<file path="src/rtl/msq_pkg.sv">
package msq_pkg;
  localparam int RFW = 3;
  localparam int IMMW = 18;

  localparam logic [2:0] OP_ADD   = 3'd0;
  localparam logic [2:0] OP_ADDI  = 3'd1;
  localparam logic [2:0] OP_FETCH = 3'd2;
  localparam logic [2:0] OP_BZ    = 3'd3;
  localparam logic [2:0] OP_BNZ   = 3'd4;

  typedef struct packed {
    logic            ex;
    logic [2:0]      op;
    logic            annul;
    logic [RFW-1:0]  dst;
    logic [RFW-1:0]  sa;
    logic [RFW-1:0]  sb;
    logic [IMMW-1:0] imm;
  } instr_t;

  typedef enum logic [1:0] {S_IDLE, S_LOAD, S_RUN, S_FIN} state_t;
endpackage

</file>
<file path="src/rtl/msq_imem.sv">
module msq_imem #(
  parameter int DEPTH = 32,
  parameter int DW    = 32,
  localparam int AW   = $clog2(DEPTH)
) (
  input  logic          clk,
  input  logic          we,
  input  logic [AW-1:0] waddr,
  input  logic [DW-1:0] wdata,
  input  logic [AW-1:0] raddr,
  output logic [DW-1:0] rdata
);
  logic [DW-1:0] mem [DEPTH];

  always_ff @(posedge clk) begin
    if (we) mem[waddr] <= wdata;
  end

  assign rdata = mem[raddr];
endmodule

</file>
<file path="src/rtl/msq_regfile.sv">
module msq_regfile #(
  parameter int NREG = 8,
  parameter int DW   = 32,
  localparam int RIW = $clog2(NREG)
) (
  input  logic           clk,
  input  logic           rst_n,
  input  logic           clr,
  input  logic           we,
  input  logic [RIW-1:0] waddr,
  input  logic [DW-1:0]  wdata,
  input  logic [RIW-1:0] ra_addr,
  output logic [DW-1:0]  ra_data,
  input  logic [RIW-1:0] rb_addr,
  output logic [DW-1:0]  rb_data
);
  logic [NREG-1:0][DW-1:0] rv;

  for (genvar i = 0; i < NREG; i++) begin : g_reg
    if (i == 0) begin : g_zero
      assign rv[i] = '0;
    end else begin : g_flop
      logic [DW-1:0] q;
      logic          en;
      logic [DW-1:0] d;
      assign en = clr | (we & (waddr == RIW'(i)));
      assign d  = clr ? '0 : wdata;
      always_ff @(posedge clk or negedge rst_n) begin
        if (!rst_n)  q <= '0;
        else if (en) q <= d;
      end
      assign rv[i] = q;
    end
  end

  assign ra_data = rv[ra_addr];
  assign rb_data = rv[rb_addr];
endmodule

</file>
<file path="src/rtl/msq_decode.sv">
module msq_decode
  import msq_pkg::*;
#(
  parameter int DW = 32
) (
  input  logic [DW-1:0] word,
  output instr_t        ins,
  output logic          is_branch,
  output logic          is_fetch,
  output logic          writes_reg,
  output logic [DW-1:0] imm_sext
);
  assign ins        = instr_t'(word[31:0]);
  assign is_branch  = (ins.op == OP_BZ) | (ins.op == OP_BNZ);
  assign is_fetch   = (ins.op == OP_FETCH);
  assign writes_reg = (ins.op == OP_ADD) | (ins.op == OP_ADDI) | is_fetch;
  assign imm_sext   = {{(DW-IMMW){ins.imm[IMMW-1]}}, ins.imm};
endmodule

</file>
<file path="src/rtl/msq_core.sv">
module msq_core
  import msq_pkg::*;
#(
  parameter int DEPTH = 32,
  parameter int DW    = 32,
  parameter int NREG  = 8,
  parameter int CW    = 8,
  localparam int AW   = $clog2(DEPTH),
  localparam int PCW  = AW + 2,
  localparam int RIW  = $clog2(NREG)
) (
  input  logic           clk,
  input  logic           rst_n,
  input  logic           load_we,
  input  logic [AW-1:0]  load_addr,
  input  logic [DW-1:0]  load_data,
  input  logic           start,
  input  logic [CW-1:0]  param_total,
  input  logic           param_valid,
  input  logic [DW-1:0]  param_data,
  output logic           param_ready,
  output logic           busy,
  output logic           done,
  output logic           err_slot,
  output logic           err_count,
  output logic           exec_valid,
  output logic [PCW-1:0] exec_pc,
  output logic [RIW-1:0] exec_dst,
  output logic [DW-1:0]  exec_result
);
  state_t         state_q, state_d;
  logic [PCW-1:0] pc_q, pc_d;
  logic [PCW-1:0] tgt_q, tgt_d;
  logic           br_pend_q, br_pend_d;
  logic           ex_pend_q, ex_pend_d;
  logic [CW-1:0]  cnt_q, cnt_d;
  logic [CW-1:0]  tot_q, tot_d;
  logic           eslot_q, eslot_d;
  logic           ecnt_q, ecnt_d;

  logic [DW-1:0]  word;
  instr_t         ins;
  logic           is_branch, is_fetch, writes_reg;
  logic [DW-1:0]  imm_sext;
  logic [DW-1:0]  ra, rb;
  logic           run, in_slot, br_taken, slot_fault, accept;
  logic [PCW-1:0] br_target, pc_inc;
  logic [DW-1:0]  result;
  logic           rf_we, rf_clr;
  logic [RIW-1:0] rf_waddr;
  logic [DW-1:0]  rf_wdata;

  msq_imem #(.DEPTH(DEPTH), .DW(DW)) u_imem (
    .clk(clk), .we(load_we), .waddr(load_addr), .wdata(load_data),
    .raddr(pc_q[PCW-1:2]), .rdata(word)
  );

  msq_decode #(.DW(DW)) u_dec (
    .word(word), .ins(ins), .is_branch(is_branch), .is_fetch(is_fetch),
    .writes_reg(writes_reg), .imm_sext(imm_sext)
  );

  msq_regfile #(.NREG(NREG), .DW(DW)) u_rf (
    .clk(clk), .rst_n(rst_n), .clr(rf_clr), .we(rf_we), .waddr(rf_waddr),
    .wdata(rf_wdata), .ra_addr(ins.sa[RIW-1:0]), .ra_data(ra),
    .rb_addr(ins.sb[RIW-1:0]), .rb_data(rb)
  );

  // execute-stage control
  assign run        = (state_q == S_RUN);
  assign accept     = (state_q == S_IDLE) & start;
  assign in_slot    = br_pend_q | ex_pend_q;
  assign exec_valid = run & (~is_fetch | param_valid);
  assign br_taken   = is_branch & ((ins.op == OP_BZ) ? (ra == '0) : (ra != '0));
  assign slot_fault = exec_valid & br_taken & in_slot;
  assign pc_inc     = pc_q + PCW'(4);
  assign br_target  = pc_q + {ins.imm[PCW-3:0], 2'b00};
  assign param_ready = (state_q == S_LOAD) | (run & is_fetch);

  always_comb begin
    case (ins.op)
      OP_ADD:   result = ra + rb;
      OP_ADDI:  result = ra + imm_sext;
      OP_FETCH: result = param_data;
      default:  result = '0;
    endcase
  end

  // register-file write port: parameter load in S_LOAD, writeback in S_RUN
  always_comb begin
    rf_clr   = accept;
    rf_we    = 1'b0;
    rf_waddr = ins.dst[RIW-1:0];
    rf_wdata = result;
    if (state_q == S_LOAD) begin
      rf_we    = param_valid;
      rf_waddr = RIW'(1);
      rf_wdata = param_data;
    end else if (exec_valid & writes_reg & ~slot_fault) begin
      rf_we = 1'b1;
    end
  end

  // next-state logic
  always_comb begin
    state_d   = state_q;
    pc_d      = pc_q;
    tgt_d     = tgt_q;
    br_pend_d = br_pend_q;
    ex_pend_d = ex_pend_q;
    cnt_d     = cnt_q;
    tot_d     = tot_q;
    eslot_d   = eslot_q;
    ecnt_d    = ecnt_q;
    unique case (state_q)
      S_IDLE: begin
        if (start) begin
          state_d   = S_LOAD;
          pc_d      = '0;
          br_pend_d = 1'b0;
          ex_pend_d = 1'b0;
          cnt_d     = '0;
          tot_d     = param_total;
          eslot_d   = 1'b0;
          ecnt_d    = 1'b0;
        end
      end
      S_LOAD: begin
        if (param_valid) begin
          cnt_d   = CW'(1);
          state_d = S_RUN;
        end
      end
      S_RUN: begin
        if (exec_valid) begin
          if (is_fetch) cnt_d = cnt_q + CW'(1);
          br_pend_d = 1'b0;
          if (slot_fault) begin
            eslot_d = 1'b1;
            state_d = S_FIN;
          end else if (ex_pend_q) begin
            state_d = S_FIN;
          end else begin
            ex_pend_d = ins.ex;
            if (br_taken && ins.annul) begin
              pc_d = br_target;
            end else if (br_taken) begin
              pc_d      = pc_inc;
              br_pend_d = 1'b1;
              tgt_d     = br_target;
            end else begin
              pc_d = br_pend_q ? tgt_q : pc_inc;
            end
          end
          if (state_d == S_FIN) ecnt_d = (cnt_d != tot_q);
        end
      end
      S_FIN: state_d = S_IDLE;
      default: state_d = S_IDLE;
    endcase
  end

  always_ff @(posedge clk or negedge rst_n) begin
    if (!rst_n) begin
      state_q   <= S_IDLE;
      pc_q      <= '0;
      tgt_q     <= '0;
      br_pend_q <= 1'b0;
      ex_pend_q <= 1'b0;
      cnt_q     <= '0;
      tot_q     <= '0;
      eslot_q   <= 1'b0;
      ecnt_q    <= 1'b0;
    end else begin
      state_q   <= state_d;
      pc_q      <= pc_d;
      tgt_q     <= tgt_d;
      br_pend_q <= br_pend_d;
      ex_pend_q <= ex_pend_d;
      cnt_q     <= cnt_d;
      tot_q     <= tot_d;
      eslot_q   <= eslot_d;
      ecnt_q    <= ecnt_d;
    end
  end

  assign busy        = (state_q == S_LOAD) | run;
  assign done        = (state_q == S_FIN);
  assign err_slot    = eslot_q;
  assign err_count   = ecnt_q;
  assign exec_pc     = pc_q;
  assign exec_dst    = ins.dst[RIW-1:0];
  assign exec_result = result;
endmodule

</file>
<file path="config.mk">
export PLATFORM = sky130hd
export DESIGN_NAME = msq_core
export DESIGN_NICKNAME = d
export VERILOG_FILES = /design/src/rtl/msq_pkg.sv /design/src/rtl/msq_imem.sv /design/src/rtl/msq_regfile.sv /design/src/rtl/msq_decode.sv /design/src/rtl/msq_core.sv
export SDC_FILE = /design/constraint.sdc
export NUM_CORES = 2
export LEC_CHECK = 0
export BUFFER_PORTS_ARGS = -buffer_cell sky130_fd_sc_hd__buf_2
export CAP_MARGIN = 20
export CORE_ASPECT_RATIO = 0.7
export CORE_MARGIN = 2
export CORE_UTILIZATION = 65
export CTS_BUF_LIST = sky130_fd_sc_hd__clkbuf_8
export DETAILED_ROUTE_END_ITERATION = 10
export PLACE_DENSITY = 0.82
export SETUP_SLACK_MARGIN = 0.05
export SLEW_MARGIN = 20
export SYNTH_ARGS = -nofsm -noshare
export SYNTH_HDL_FRONTEND = slang
export SYNTH_SLANG_ARGS = --single-unit
export TNS_END_PERCENT = 10
</file>
<file path="constraint.sdc">
create_clock -name clk -period 12.24 [get_ports clk]
set_input_delay 2.448 -clock clk [delete_from_list [all_inputs] [get_ports clk]]
set_output_delay 2.448 -clock clk [all_outputs]
set_load 0.05 [all_outputs]
</file>
Word level (Yosys, flattened, before mapping)
Memories as Yosys holds them, arrays and structs flattened.
Index checks and enable logic that the tools add are counted.
Widths: inputs -> output; s select.
Operators by class
  reductions and logical operators: 16
  order comparisons: 2
  muxes and demuxes: 53
  bitwise logic cells: 33
  equality and inequality tests: 23
  add/sub/neg operators: 5
Operators with widths (number)
  $bmux 32 s3: 2
  $mux 32: 4
  $pmux 32 s3: 1
  $add 32x32->32: 2
  $mux 7: 7
  $mux 8: 6
  $logic_not 32->1: 1
  $reduce_bool 32->1: 1
  $pmux 8 s3: 1
  $mux 1: 18
  $reduce_and 4->1: 4
  $and 1x1->1: 15
  $eq 3x3->1 const B: 5
  $mux 2: 7
  $or 1x1->1: 14
  $pmux 7 s2: 1
  $eq 3x2->1 const B: 4
  $ne 2x2->1 const B: 5
  $add 8x1->8 const B: 1
  $lt 3x4->1 const B: 2
  $ne 8x8->1: 1
  $pmux 1 s2: 4
  $pmux 2 s4: 1
  $add 7x3->7 const B: 1
  16 further kinds: 24
Word-level totals
  logic and storage cells: 149
  memory bits (writable): 1024
  memories: 1
  output and inout port bits: 48
  flip-flop bits (word level): 260
  input port bits: 82
Memory list
  u_imem.mem: words 32, width 32, rd ports 1, clocked after memory_dff 0, wr ports 1, line msq_imem.sv:13  | logic [DW-1:0] mem [DEPTH];

Longest topological paths before layout
An unclocked memory read counts as a cell.
  depth in word-level cells: 15
  depth in mapped cells: 34

Cells and area by module
A second synthesis with hierarchy kept.
Second synthesis, totals
  cells, all modules: 4337
  area total of the unflattened synthesis: 60011.3 um^2
By module, submodules not included
  msq_imem: instances 1, cells an instance 2228, area an instance 39852.0 um^2
  msq_regfile: instances 1, cells an instance 1379, area an instance 14198.6 um^2
  msq_core: instances 1, cells an instance 661, area an instance 5440.2 um^2
  msq_decode: instances 1, cells an instance 69, area an instance 520.5 um^2

Worst setup path before layout
Ideal clock, no wire load.
  path kind: register -> output
  start point: register pc_q[2] (netlist: exec_pc[2])
  end point: output port exec_result[27]
  path buffers: 10
  stages on the path, launching flop included: 30
  slack: 1.654 ns
  arrival: 8.138 ns
  data required time: 9.792 ns
  path through: dfrtp_1 -> buf_6 -> buf_2 -> buf_2 -> buf_4 -> buf_4 -> buf_2 -> buf_2 -> mux4_2 -> o22ai_1 -> a21oi_1 -> a21oi_1 -> buf_2 -> buf_1 -> clkbuf_1 -> a211oi_1 -> a31oi_1 -> o21ai_0 -> a21oi_1 -> ha_1 -> a21o_1 -> a21o_1 -> a211o_1 -> a31oi_1 -> o31ai_1 -> a21o_1 -> a21oi_1 -> nor2_1 -> mux2_2 -> o31ai_1
Between the ends
  word-level cells in the longest chain between the ends: 5
  elaborated cells on any way between the ends: 11
  classes of those cells: 2 x add/sub; 2 x eq/ne; 5 x mux; 1 x reduce/logical; 1 x memory
RTL lines
  start: declaration: line msq_core.sv:32  | logic [PCW-1:0] pc_q, pc_d;
  start signal: assignment: line msq_core.sv:176  | pc_q <= pc_d;
  $mem_v2 32x32 (*)
  $bmux 32 s3, on equally long branches: line msq_regfile.sv:36, msq_regfile.sv:37
  $mux 32, on equally long branches: line msq_regfile.sv:36, msq_regfile.sv:37
  $add 32x32->32, on equally long branches: line msq_core.sv:83, msq_core.sv:82
  $pmux 32 s3 (*): line msq_core.sv:81  | case (ins.op)
  end: declaration: line msq_core.sv:29  | output logic [DW-1:0] exec_result
Every way passes the cells marked *; elsewhere a longest branch is shown, timed or not. The select of a mux whose other input is x is not followed.

Worst setup path in the final report
  start point: register pc_q[4] (netlist: exec_pc[4])
  end point: output port exec_result[31]
The elaborated chain is that of the path after synthesis.

==> metrics.md <==
| Metric | Value |
|---|---|
| Synth area leaders | `edfxtp_1 (54%), dfrtp_1 (11%), mux4_2 (9.6%), mux2_2 (3.9%), mux2i_1 (3.8%)` |
| Final wirelength | `around 160000 um` |
| Remaining antenna violation count | `0` |
| Top_reg_cell synth | `edfxtp_1` |
| Post-Syn Nets | `~3800` |
| Pwr Total | `18000 uW` |
| Hold_sp | `u_rf.g_reg[5].g_flop.q[0]` |
| Num CTS Buffers | `between 150 and 200` |
| Minimum clock period | `roughly 12 ns` |
| Worst R2R End | `u_rf.g_reg[6].g_flop.q[28]` |
| Flip-flop and latch area | `around 37000 um2` |
| Max Cap Viol | `0` |
| I/O Buffers | `about 130` |
| Slowest CP cell | `nor2b_2` |
| Gr usage total | `35.9%` |
| Status | `finished clean` |
| Avg Synthesized Cell Area | `15.5 um2` |
| Worst EP arrival | `9.13 ns` |
| Routability congestion estimate | `0.966` |
| Async SR Flop Fraction | `between 20 and 25%` |
| Sequential area share after synthesis | `65.0%` |
| Total gr overflow | `0` |
| Initial Util | `approximately two thirds` |
| Startpoint Class | `flip-flop` |
| Initial antenna violation count | `9` |
| Peak VDD IR | `255 uV` |
| Core Footprint | `approximately 88000 um2` |
| Max Fanout on Critical Path | `79` |
| TritonCTS clock tree | `yes` |
| Critical Path Sink Type | `output pin` |
| Drc violations | `0` |
| Die area | `around 91000 um2` |
| Final Cycle Share | `94.6%` |
| Syn Inst Count | `~3700` |
| Site row count | `between 90 and 100` |
| Warnings, synthesis | `0` |
| Relative slew slack | `between 10% and 20%` |
| Pleak | `roughly 0.022 uW` |
| Share of total power in the clock network | `about 17%` |
| Most common cell after layout, fill and taps aside | `edfxtp_1` |
| Placed wire-length estimate | `92900 um` |
| Largest net degree at the start of global routing | `about 160` |
| Setup TNS | `0 ns` |
| Share of layout cells above drive strength 1 | `24.7%` |
| Top Ports | `130` |
| Final #Nets | `between 3000 and 4000` |
| First-pass GRT wire length | `roughly 240000 um` |
| Critical path, cell by cell | `nor2b_2 -> a221oi_1 -> o21ai_0 -> nand3_1 -> nand2_4 -> o21ai_0 -> o211ai_1 -> o21ai_0 -> ha_1 -> a21oi_1 -> o21ai_0 -> a221o_1 -> a21oi_1 -> nor2_1 -> o311ai_0 -> a21oi_1 -> or4_1 -> o211a_1 -> nand3_1 -> buf_2` |
| RSZ-0062 raised after global routing | `false` |
| Net Sw Frac | `45.1%` |
| Post-CTS Resized | `0` |
| F_max | `86.4 MHz` |
| Placed Instance Area | `just under 60000 um2` |
| Reg2reg setup slack | `about 3.8 ns` |
| Clk buf depth | `3` |
| Critical path's largest stage delay | `roughly 1.1 ns` |
| Critical Path Most Common Cell | `o21ai_0` |
| Post-synth EDFFs | `~1000` |
| Switching power total | `between 8000 and 9000 uW` |
| Post-synth top area share | `a little over half` |
| Setup bufs post-CTS | `0` |
| Worst hold margin | `0.502 ns` |
| Vias in the first global route | `around 36000` |
| Most frequent cells in the layout | `edfxtp_1 (1024), nand2_1 (288), dfrtp_1 (256)` |
| Sequential Power Share | `a little under a third` |
| Pre-Repair DR Iteration Count | `7` |
| Mapped Area | `about 57000 um2` |
| Worst-path clk slew | `about 0.07 ns` |
| Slew Limit Fails | `0` |
| Clock sinks | `approximately 1300` |
| Vias | `between 30000 and 40000` |
| Fill cells | `5362` |
| Endpoint, Worst Hold | `u_rf.g_reg[5].g_flop.q[0]` |
| Worst hold path class | `reg2reg` |
| DIE HEIGHT | `between 200 and 300 um` |
| Fin area | `~63000 um2` |
| Drt wl/cell | `roughly 31 um` |
| Worst clock skew | `approximately 0.064 ns` |
| Comb pwr share | `a little over half` |
| Skew-Pair Late Insertion Delay | `0.91 ns` |
| Synth cell types | `83` |
| Area leader, netlist | `edfxtp_1` |
| P per Cell Area | `about 290 nW/um2` |
| Hold Violations, Final | `0` |
| Crit path required time | `a little under 10 ns` |
| Root Buffer | `clkbuf_8` |
| Final setup fails | `0` |
| Int Power | `just under 10000 uW` |
| CTS hold repair buffers | `0` |
| Vias per cell | `between 7 and 8` |
| Starting DRT DRC Count | `around 6600` |
| P&R area growth vs syn | `9.59%` |
| Yosys reg bits | `1284` |
| FF-to-FF Start | `exec_pc[4]` |
| Actual slew at the worst max-slew pin | `~1.2 ns` |
| Worst reg2reg path depth | `20` |
| Die width | `roughly 360 um` |
| Min-Delay Path Depth | `2` |
| Area of the multi-input gates | `about 19000 um2` |
| Worst setup path class | `reg2out` |
| CTS H-Tree Depth | `4` |
## cell type report
cell class	instances	area share (%)
diodes	5	0.0199
clock buffers	186	4.07
clock inverters	138	1.14
inverters	51	0.307
multi-input cells	2112	30.5
flip-flops and latches	1284	59.3
well taps	1162	2.31
repair buffers	226	2.32
## flip-flops by register name (all words and copies together), names as in the netlist, 2 cells and up
name             cells
u_imem.mem        1024
u_rf.g.g_flop.q    224
cnt_q                8
tot_q                8
exec_pc              7
tgt_q                7
state_q              2
## routing by layer
metal	up-vias	part of all wire, %	global-route usage [%]
met5	-	0.027	0
met4	8	3.6	13.9
met3	406	15	10.1
met2	3190	44	51.8
met1	18700	37	52.6
li1	15100	-	-
## cells in the mapped netlist (all sizes together), types with 5 or more instances
library cell  number
a32o               7
nor2b             10
buf               97
and2              11
o211a              7
a221oi            29
a21boi            16
o221ai            25
o2bb2ai            5
and3              25
nand2b            16
dfrtp            260
or3                8
nor2             126
a211oi            13
nand3b             9
nand4             38
nor4              57
clkbuf           161
nand3             26
o31ai             61
a22o              18
edfxtp          1024
a21o              26
o22ai             11
mux2             203
o21ai            185
o21a              10
a21oi            110
mux4             245
a31o              17
o311a             11
xor2              13
ha                41
xnor2             33
mux2i            218
o211ai            38
nand2            291
a22oi             18
nor3              10
a31oi             66
inv               50
o2111ai           10
## power by group through the flow
stage | Sequential, uW | Combinational, uW | Clock, uW
finish | 5400 | 9480 | 3110
global placement | 5450 | 8950 | 0
global route | 5430 | 9900 | 3310
floorplan | 5340 | 6520 | 0
detailed placement | 5460 | 9100 | 0
CTS | 5380 | 9130 | 3120
## worst max-delay path by stage
stage | from | end | slack, ns
final | exec_pc[4] | exec_result[31] | 0.67
after global routing | exec_pc[4] | exec_result[31] | 0.42
after CTS | exec_pc[4] | exec_result[31] | 1.13
after detailed placement | exec_pc[4] | exec_result[31] | 2.10
after global placement | exec_pc[2] | exec_result[31] | 2.12
after floorplan | exec_pc[2] | exec_result[27] | 1.65
## worst max-delay path, delay by kind of cell, from the launching register on
family,cells,cell delay (ns)
simple gates,6,2.97
flops,1,0.96
buf+inv,1,0.28
fa+ha+maj,1,0.43
compound gates,12,3.50
## stage by stage
| step | setup WS (ns) | instances | util (%) |
|---|---|---|---|
| global placement | 2.12 | 4835 | 67.8 |
| global route | 0.423 | 5162 | 71.6 |
| floorplan | 1.65 | 3705 | - |
| finish | 0.666 | 5164 | 71.6 |
| CTS | 1.13 | 5159 | 71.6 |
| detailed placement | 2.10 | 4835 | 67.8 |
## cell families after synthesis
kind of cell | count (synthesis) | share of synthesized area [%]
xor+xnor | 46 | 0.703
compound gates | 709 | 8.28
fa+ha+maj | 43 | 0.965
mux | 666 | 17.4
simple gates | 648 | 5.34
buf+inv | 309 | 2.29
flops | 1284 | 65.0
No activity file was read; power rests on OpenSTA's default activity.
